### config.mk
export PLATFORM = sky130hd
export DESIGN_NAME = xsub_line_seq
export DESIGN_NICKNAME = d
export VERILOG_FILES = /design/src/rtl/xls_pkg.sv /design/src/rtl/xls_field_latch.sv /design/src/rtl/xls_line_ctr.sv /design/src/rtl/xls_xsub_gen.sv /design/src/rtl/xls_readout_gen.sv /design/src/rtl/xsub_line_seq.sv
export SDC_FILE = /design/constraint.sdc
export NUM_CORES = 1
export LEC_CHECK = 0
export CORE_UTILIZATION = 35
export DETAILED_ROUTE_END_ITERATION = 8
export MAX_ROUTING_LAYER = met4
export PLACE_DENSITY_LB_ADDON = 0.08
export SLEW_MARGIN = 20
export SYNTH_ARGS = -nofsm -noshare
export SYNTH_HDL_FRONTEND = slang
export SYNTH_SLANG_ARGS = --single-unit
### constraint.sdc
create_clock -name clk -period 3.2 [get_ports clk]
set_input_delay 0.32 -clock clk [delete_from_list [all_inputs] [get_ports clk]]
set_output_delay 0.32 -clock clk [all_outputs]
set_load 0.03 [all_outputs]
### src/rtl/xls_pkg.sv
package xls_pkg;

  // Last line index of a field for the selected standard.
  function automatic int last_line(input logic std625, input int lim_a, input int lim_b);
    return std625 ? lim_b : lim_a;
  endfunction

  // A code enables the shutter only when it does not exceed the last line.
  // The reserved code (last+1) and everything above it fall outside.
  function automatic bit shutter_on(input int code, input int last);
    return code <= last;
  endfunction

  // A line is discharged when its index is not past the code.
  function automatic bit line_discharged(input int line, input int code);
    return line <= code;
  endfunction

endpackage

### src/rtl/xls_field_latch.sv
module xls_field_latch #(
  parameter int VAL_W = 9,
  parameter int LIM_A = 261,
  parameter int LIM_B = 311
) (
  input  logic             clk,
  input  logic             rst_n,
  input  logic             field_stb,
  input  logic [VAL_W-1:0] shutter_val,
  input  logic             std_625,
  input  logic             rd_inhibit,
  output logic [VAL_W-1:0] val_lat,
  output logic             std_lat,
  output logic             inh_lat,
  output logic [VAL_W-1:0] val_nxt,
  output logic             std_nxt,
  output logic             inh_nxt,
  output logic [VAL_W-1:0] lim_nxt,
  output logic [VAL_W-1:0] lim_cur,
  output logic             on_nxt,
  output logic             on_cur
);
  localparam logic [VAL_W-1:0] VAL_OFF = '1;

  always_comb begin
    val_nxt = field_stb ? shutter_val : val_lat;
    std_nxt = field_stb ? std_625     : std_lat;
    inh_nxt = field_stb ? rd_inhibit  : inh_lat;
  end

  always_comb begin
    lim_nxt = VAL_W'(xls_pkg::last_line(std_nxt, LIM_A, LIM_B));
    lim_cur = VAL_W'(xls_pkg::last_line(std_lat, LIM_A, LIM_B));
    on_nxt  = xls_pkg::shutter_on(int'(val_nxt), int'(lim_nxt));
    on_cur  = xls_pkg::shutter_on(int'(val_lat), int'(lim_cur));
  end

  always_ff @(posedge clk or negedge rst_n) begin
    if (!rst_n) begin
      val_lat <= VAL_OFF;
      std_lat <= 1'b0;
      inh_lat <= 1'b1;
    end else begin
      val_lat <= val_nxt;
      std_lat <= std_nxt;
      inh_lat <= inh_nxt;
    end
  end
endmodule

### src/rtl/xls_line_ctr.sv
module xls_line_ctr #(
  parameter int VAL_W = 9,
  parameter int LIM_A = 261
) (
  input  logic             clk,
  input  logic             rst_n,
  input  logic             field_stb,
  input  logic             line_stb,
  input  logic [VAL_W-1:0] lim_nxt,
  output logic [VAL_W-1:0] line_cnt,
  output logic [VAL_W-1:0] line_nxt,
  output logic             line_start
);
  logic can_step;

  always_comb begin
    can_step   = line_stb && (line_cnt < lim_nxt);
    line_start = field_stb || can_step;
    if (field_stb)     line_nxt = '0;
    else if (can_step) line_nxt = line_cnt + 1'b1;
    else               line_nxt = line_cnt;
  end

  always_ff @(posedge clk or negedge rst_n) begin
    if (!rst_n) line_cnt <= VAL_W'(LIM_A);
    else        line_cnt <= line_nxt;
  end
endmodule

### src/rtl/xls_xsub_gen.sv
module xls_xsub_gen #(
  parameter int VAL_W = 9
) (
  input  logic             clk,
  input  logic             rst_n,
  input  logic             line_start,
  input  logic             on_nxt,
  input  logic [VAL_W-1:0] line_nxt,
  input  logic [VAL_W-1:0] val_nxt,
  output logic             sub_pulse_en
);
  logic fire;

  always_comb
    fire = line_start && on_nxt &&
           xls_pkg::line_discharged(int'(line_nxt), int'(val_nxt));

  always_ff @(posedge clk or negedge rst_n) begin
    if (!rst_n) sub_pulse_en <= 1'b0;
    else        sub_pulse_en <= fire;
  end
endmodule

### src/rtl/xls_readout_gen.sv
module xls_readout_gen #(
  parameter int VAL_W   = 9,
  parameter int RD_LINE = 1,
  parameter int RD_CLKS = 8,
  parameter int NRD     = 2
) (
  input  logic             clk,
  input  logic             rst_n,
  input  logic             line_start,
  input  logic [VAL_W-1:0] line_nxt,
  input  logic             inh_lat,
  output logic [NRD-1:0]   readout_n
);
  localparam int CW = $clog2(RD_CLKS + 1);
  localparam logic [CW-1:0] CNT_LOAD = CW'(RD_CLKS);

  logic [CW-1:0] rd_cnt;
  logic          rd_go;
  logic          rd_on;

  always_comb rd_go = line_start && (line_nxt == VAL_W'(RD_LINE));

  always_ff @(posedge clk or negedge rst_n) begin
    if (!rst_n)            rd_cnt <= '0;
    else if (rd_go)        rd_cnt <= CNT_LOAD;
    else if (rd_cnt != '0) rd_cnt <= rd_cnt - 1'b1;
  end

  always_comb rd_on = (rd_cnt != '0) && !inh_lat;

  for (genvar g = 0; g < NRD; g++) begin : g_rd
    assign readout_n[g] = ~rd_on;
  end
endmodule

### src/rtl/xsub_line_seq.sv
module xsub_line_seq #(
  parameter int VAL_W   = 9,
  parameter int LIM_A   = 261,
  parameter int LIM_B   = 311,
  parameter int RD_LINE = 1,
  parameter int RD_CLKS = 8
) (
  input  logic             clk,
  input  logic             rst_n,
  input  logic             field_stb,
  input  logic             line_stb,
  input  logic [VAL_W-1:0] shutter_val,
  input  logic             std_625,
  input  logic             rd_inhibit,
  output logic             sub_pulse_en,
  output logic [1:0]       readout_n,
  output logic             shutter_active
);
  logic [VAL_W-1:0] val_lat, val_nxt, lim_nxt, lim_cur;
  logic             std_lat, std_nxt, inh_lat, inh_nxt, on_nxt, on_cur;
  logic [VAL_W-1:0] line_cnt, line_nxt;
  logic             line_start;

  xls_field_latch #(.VAL_W(VAL_W), .LIM_A(LIM_A), .LIM_B(LIM_B)) u_latch (
    .clk(clk), .rst_n(rst_n), .field_stb(field_stb), .shutter_val(shutter_val),
    .std_625(std_625), .rd_inhibit(rd_inhibit),
    .val_lat(val_lat), .std_lat(std_lat), .inh_lat(inh_lat),
    .val_nxt(val_nxt), .std_nxt(std_nxt), .inh_nxt(inh_nxt),
    .lim_nxt(lim_nxt), .lim_cur(lim_cur), .on_nxt(on_nxt), .on_cur(on_cur)
  );

  xls_line_ctr #(.VAL_W(VAL_W), .LIM_A(LIM_A)) u_ctr (
    .clk(clk), .rst_n(rst_n), .field_stb(field_stb), .line_stb(line_stb),
    .lim_nxt(lim_nxt), .line_cnt(line_cnt), .line_nxt(line_nxt),
    .line_start(line_start)
  );

  xls_xsub_gen #(.VAL_W(VAL_W)) u_xsub (
    .clk(clk), .rst_n(rst_n), .line_start(line_start), .on_nxt(on_nxt),
    .line_nxt(line_nxt), .val_nxt(val_nxt), .sub_pulse_en(sub_pulse_en)
  );

  xls_readout_gen #(.VAL_W(VAL_W), .RD_LINE(RD_LINE), .RD_CLKS(RD_CLKS), .NRD(2)) u_rd (
    .clk(clk), .rst_n(rst_n), .line_start(line_start), .line_nxt(line_nxt),
    .inh_lat(inh_lat), .readout_n(readout_n)
  );

  assign shutter_active = on_cur;
endmodule

# Yosys cells after proc, flatten, opt, wreduce, memory -nomap -nowiden
# Cells that the tools add are included.
# op_classes
mux	8
bitwise_logic	1
n_addsub	2
magnitude_cmp	4
reduce_logical	9
eq_ne	1
# ops
op	n
less-or-equal comparator 9 bit	3
2-to-1 mux 9 bit	3
2-to-1 mux 6 bit	2
adder 9 x 1 -> 9 bit (second input constant)	1
equality test 9 x 1 -> 1 bit (second input constant)	1
< comparator 9 bit	1
2-to-1 mux 4 bit	2
logical AND 1 bit	5
nonzero test 4 bit	1
subtractor 4 x 1 -> 4 bit (second input constant)	1
nonzero test 2 bit	1
zero test 1 bit	1
logical OR 1 bit	1
2-to-1 mux 1 bit	1
NOT 1 bit	1
# word_totals
word_cells	31
inputBits	15
regBits	25
output_inout_bits	4

# Depth between registers and ports, before layout
# logic_depth
depth_word	9
mapped_depth	16
mapped_depth_nobuf	14

# By module
# From an unflattened synthesis, not the netlist that was laid out.
# hier_totals
hier_cells	208
hier_area_um2	2067.0
# by_module_without_submodules
module	area_per_inst_um2	cells_per_inst	n_inst	seq_area_each_um2
xls_line_ctr	788.3	84	1	229.0
xls_field_latch	760.7	67	1	287.8
xls_xsub_gen	266.5	33	1	25.0
xls_readout_gen	251.5	24	1	100.1

# Worst setup path before layout
# OpenSTA, ideal clock, no wires.
# synth_timing
kind	in2reg
from	input port field_stb
to	register u_xsub.sub_pulse_en
path_buffers	2
arrival_time_ns	3.771
setup_ns	0.120
path_stages	16
slack_ns	-0.691
required_time_ns	3.080
cell_sequence	buf_6 > clkbuf_1 > nand2_1 > a21boi_0 > ha_1 > and4_1 > and2_1 > nor4b_1 > xnor2_1 > nor2_1 > ha_1 > nand4_1 > nor3_1 > or2_2 > a211o_1 > and3_1
# synth_between
elab_chain_cells	8
elab_cells_between_ends	12
cone_classes	3 x order compare; 5 x mux; 4 x reduce/logical
# synth_rtl
item	line_no	text
from (decl)	xsub_line_seq.sv:10	input logic field_stb,
2-to-1 mux 1 bit	xls_field_latch.sv:27	std_nxt = field_stb ? std_625 : std_lat;
2-to-1 mux 6 bit	xls_pkg.sv:5	return std625 ? lim_b : lim_a;
< comparator 9 bit	xls_line_ctr.sv:17	can_step = line_stb && (line_cnt < lim_nxt);
logical AND 1 bit	xls_line_ctr.sv:17	
2-to-1 mux 9 bit	xls_line_ctr.sv:20	else if (can_step) line_nxt = line_cnt + 1'b1;
2-to-1 mux 9 bit *	xls_line_ctr.sv:19	if (field_stb) line_nxt = '0;
via line_nxt[4]	xsub_line_seq.sv:21	logic [VAL_W-1:0] line_cnt, line_nxt;
less-or-equal comparator 9 bit *	xls_pkg.sv:16	return line <= code;
logical AND 1 bit *	xls_xsub_gen.sv:15	fire = line_start && on_nxt &&
via u_xsub.fire	xls_xsub_gen.sv:12	logic fire;
to (signal assigned)	xls_xsub_gen.sv:20	else sub_pulse_en <= fire;
to (decl)	xls_xsub_gen.sv:10	output logic sub_pulse_en
# Mark *: on every way through the listed nets, which the timed path passes. The rest lies on a longest branch.
# A chain may end at the register's enable or synchronous reset.

# Worst setup path after layout
# layout_timing
from	register u_latch.std_lat
to	register u_xsub.sub_pulse_en
# layout_between
elab_chain_cells	8
elab_cells_between_ends	11
cone_classes	3 x order compare; 4 x mux; 4 x reduce/logical
# layout_rtl
item	line_no	text
from (decl)	xls_field_latch.sv:13	output logic std_lat,
from (signal assigned)	xls_field_latch.sv:45	std_lat <= std_nxt;
2-to-1 mux 1 bit	xls_field_latch.sv:27	
2-to-1 mux 6 bit	xls_pkg.sv:5	
< comparator 9 bit	xls_line_ctr.sv:17	
logical AND 1 bit	xls_line_ctr.sv:17	
2-to-1 mux 9 bit	xls_line_ctr.sv:20	
2-to-1 mux 9 bit	xls_line_ctr.sv:19	
via line_nxt[4]	xsub_line_seq.sv:21	
less-or-equal comparator 9 bit	xls_pkg.sv:16	
logical AND 1 bit	xls_xsub_gen.sv:15	
via u_xsub.fire	xls_xsub_gen.sv:12	
# The timed path passes the listed nets, and every way through them passes these cells.

==> results.ini <==
[power]
p_int_uw = 623.1
switchingPower_uw = 313.2
peakVddDrop_mv = 0.1654
p_sw_share_pct = 33.45
power_frac_comb_pct = 35.7
p_leak_uw = 0.001020
power_density_nw_per_um2 = 400.6
p_clk_share_pct = 20.7
sequentialPowerShare_pct = 43.6

[timing]
setup_viol = 0
fin_skew_ps = 1.881
rsz0062_at_grt = yes
hold_violations = 1
holdWs_ps = -1.111
maxSlewViolCount = 0
final.period_utilization_pct = 95.28
fmax_mhz = 328.0
tns_ps = 0
final.min_clock_period_ps = 3049
relSlewSlack_pct = 46.19
tightest_slew_ps = 797.1

[synthesis]
synth_seq_cells = 25
synthesis.nets = 215
yosys-top-cells-count = ha_1, inv_1, nor2_1
synth_warnings = 0
ys_types = 43
synth-main-ff-cell = dfstp_2
synthTopCellsByArea = dfstp_2, dfrtp_1, ha_1
synth_seq_area_share_pct = 36.83
yosysMostFrequentCell = ha_1
postSynthCellCount = 180
synth_top_area_share_pct = 19.60
async_flop_share_pct = 100.0
synth_edf_count = 0
syn_area_per_cell_um2 = 9.683
netlist_area_um2 = 1743
synth_area_leader_cell = dfstp_2

[critical_path]
cp-startpoint = u_latch.std_lat
cp.required_ps = 3370
reg2reg_slack_ps = 150
reg2reg_from = u_latch.std_lat
cp_max_fo = 4
cp-end-kind = register
path_class = reg -> reg
reg2reg_depth = 13
crit_end = u_xsub.sub_pulse_en
r2r_end = u_xsub.sub_pulse_en
arrival_ps = 3220
critPathLaunchType = register

[layout]
nFillCells = 455
drive_gt1_share_pct = 29.68
antenna_cells = 0
area_delta_synth_final_pct = 34.10
layout.nets = 255
fin_util_pct = 49.16

[grt]
grt.total_usage_pct = 19.07
grt_pass1_wl_um = 7403
grt_max_degree = 22
first_global_vias = 1509
grt_overflow = 0
antenna_found_initial = 0

[floorplanning]
row_count = 25
initial_core_util_pct = 36.66
core-area_um2 = 4755
ioPinCount = 19
fp.dieW_um = 72.57
die_h_um = 72.57
die-area_um2 = 5266

[placed_design]
numPortBuffers = 18
hpwl_um = 3442
gp_routability_congestion = 0.8860

[drt]
via_per_inst = 5.206
ant_nets = 0
drt-initial-drc-count = 93
drt-met1-wl_um = 2026
routed_wl_um = 4358
vias = 1489
dr.pass1.iters = 4
route.met2.wl_um = 2125
avgRoutedWirePerCell_um = 15.24
dr_wl_met3_um = 183
drc = 0
highest_layer = met4

[cts]
cts_hold_buffers = 0
clk_path_buf_depth = 2
h-tree-depth = 1
cts_tree = done
path_clk_slew_ps = 90
clock_sinks = 25
cts_root_buf = clkbuf_8
numCtsBuffers = 3
clk_latency_ps = 270

[run_status]
status = complete, but fails checks
violations = hold timing

[min_path]
hold_path_class = in -> async

[run]
drv_cap = 0

[cell type report]
| cell class | instances | area [um2] | area share [%] |
|---|---|---|---|
| inverters | 15 | 56.30 | 2.409 |
| well taps | 67 | 83.83 | 3.587 |
| multi-input cells | 135 | 1169 | 50.00 |
| repair buffers | 40 | 341.6 | 14.61 |
| clock buffers | 4 | 45.04 | 1.927 |
| flip-flops and latches | 25 | 641.9 | 27.46 |
[timing repair]
item,4_1_cts,5_1_grt
setup endpoints to repair,1,1
endpoints found under the hold margin,0,0
buffers inserted,1,4
pin swaps,10,15
gates resized for setup,8,10
[worst max-delay path, cell delays in order (launching register included)]
cell      delay (ps)
dfrtp_1          430
a21boi_4         290
ha_4             250
and4_1           210
and2_4           190
nor4b_4          300
xnor2_1          160
nor2_2            70
ha_1             290
nand4_1          120
nor3_2            50
or2_4            220
a211o_1          210
and3_1           140
[power groups by stage]
stage | clock network (uW) | logic [uW] | registers (uW)
floorplan | 0 | 226 | 405
global placement | 0 | 311 | 409
detailed placement | 0 | 330 | 413
CTS | 201 | 332 | 407
global route | 221 | 372 | 417
finish | 194 | 334 | 408
[registers in the layout, indices dropped and copies added (netlist names)]
signal and flops:
u_ctr.line_cnt 9, u_latch.inh_lat 1, u_latch.std_lat 1, u_latch.val_lat 9
u_rd.rd_cnt 4, u_xsub.sub_pulse_en 1
[stage by stage]
stage / cells / setup WS, ps / area [um2] / hold slack, ps / power [uW]
after floorplan: 180 / -17.79 / 1826 / 24.41 / 631.0
after global placement: 277 / -415.8 / 2177 / 548.7 / 719.8
after detailed placement: 277 / -445.6 / 2177 / 565.0 / 742.7
after CTS: 282 / 88.68 / 2267 / 590.2 / 939.8
after global routing: 286 / -1.776 / 2337 / 27.00 / 1010
final: 286 / 151.0 / 2337 / -1.111 / 936.3
[cell families after synthesis]
group / after synthesis / synth area share [%]
muxes: 12 / 7.035
adders and majority gates: 20 / 14.36
xor gates and xnor gates: 7 / 3.518
and+or+nand+nor: 57 / 17.87
DFF: 25 / 36.83
buffers and inverters: 20 / 4.953
AOI/OAI and AO/OA: 39 / 15.43
[per-layer routing]
metal	up-vias	GRT usage, %
li1	733	-
met2	37	29.91
met5	-	-
met3	2	3.750
met4	0	4.139
met1	717	25.54
[cell usage in the layout, fill, tap and decap left out, drive strengths merged, types with 2 or more instances in the layout]
cell type      netlist  layout
nand4                4       4
inv                 15      15
a31oi                3       3
a21o                 3       3
clkdlybuf4s50        0      15
a211oi               2       2
nor2                14      14
ha                  20      20
or2                  3       3
mux2i               10      10
and4                 2       2
clkbuf               3       4
mux2                 2       2
buf                  2      23
dfstp               13      13
dfrtp               12      12
xnor2                6       6
nand3                5       5
and3                 2       2
or4                  2       2
o21ai                5       5
nor4                 2       2
and2                 3       3
o31ai                2       2
o21a                 3       3
nor3                 5       5
a21oi               11      11
nand2                7       7
dlygate4sd2          0       2
nor2b                2       2
nor3b                2       2
a211o                3       3
[worst min path at each step]
stage | cells past startpoint | slack, ps | endpoint | from
final | 1 | -1 | u_rd.rd_cnt[2] | rst_n
after CTS | 1 | 590 | u_rd.rd_cnt[3] | u_rd.rd_cnt[3]
after floorplan | 0 | 20 | u_ctr.line_cnt[1] | rst_n
after global routing | 1 | 30 | u_rd.rd_cnt[1] | rst_n
after detailed placement | 1 | 570 | u_rd.rd_cnt[3] | u_rd.rd_cnt[3]
after global placement | 1 | 550 | u_rd.rd_cnt[3] | u_rd.rd_cnt[3]
(Power assumes the default switching activity.)
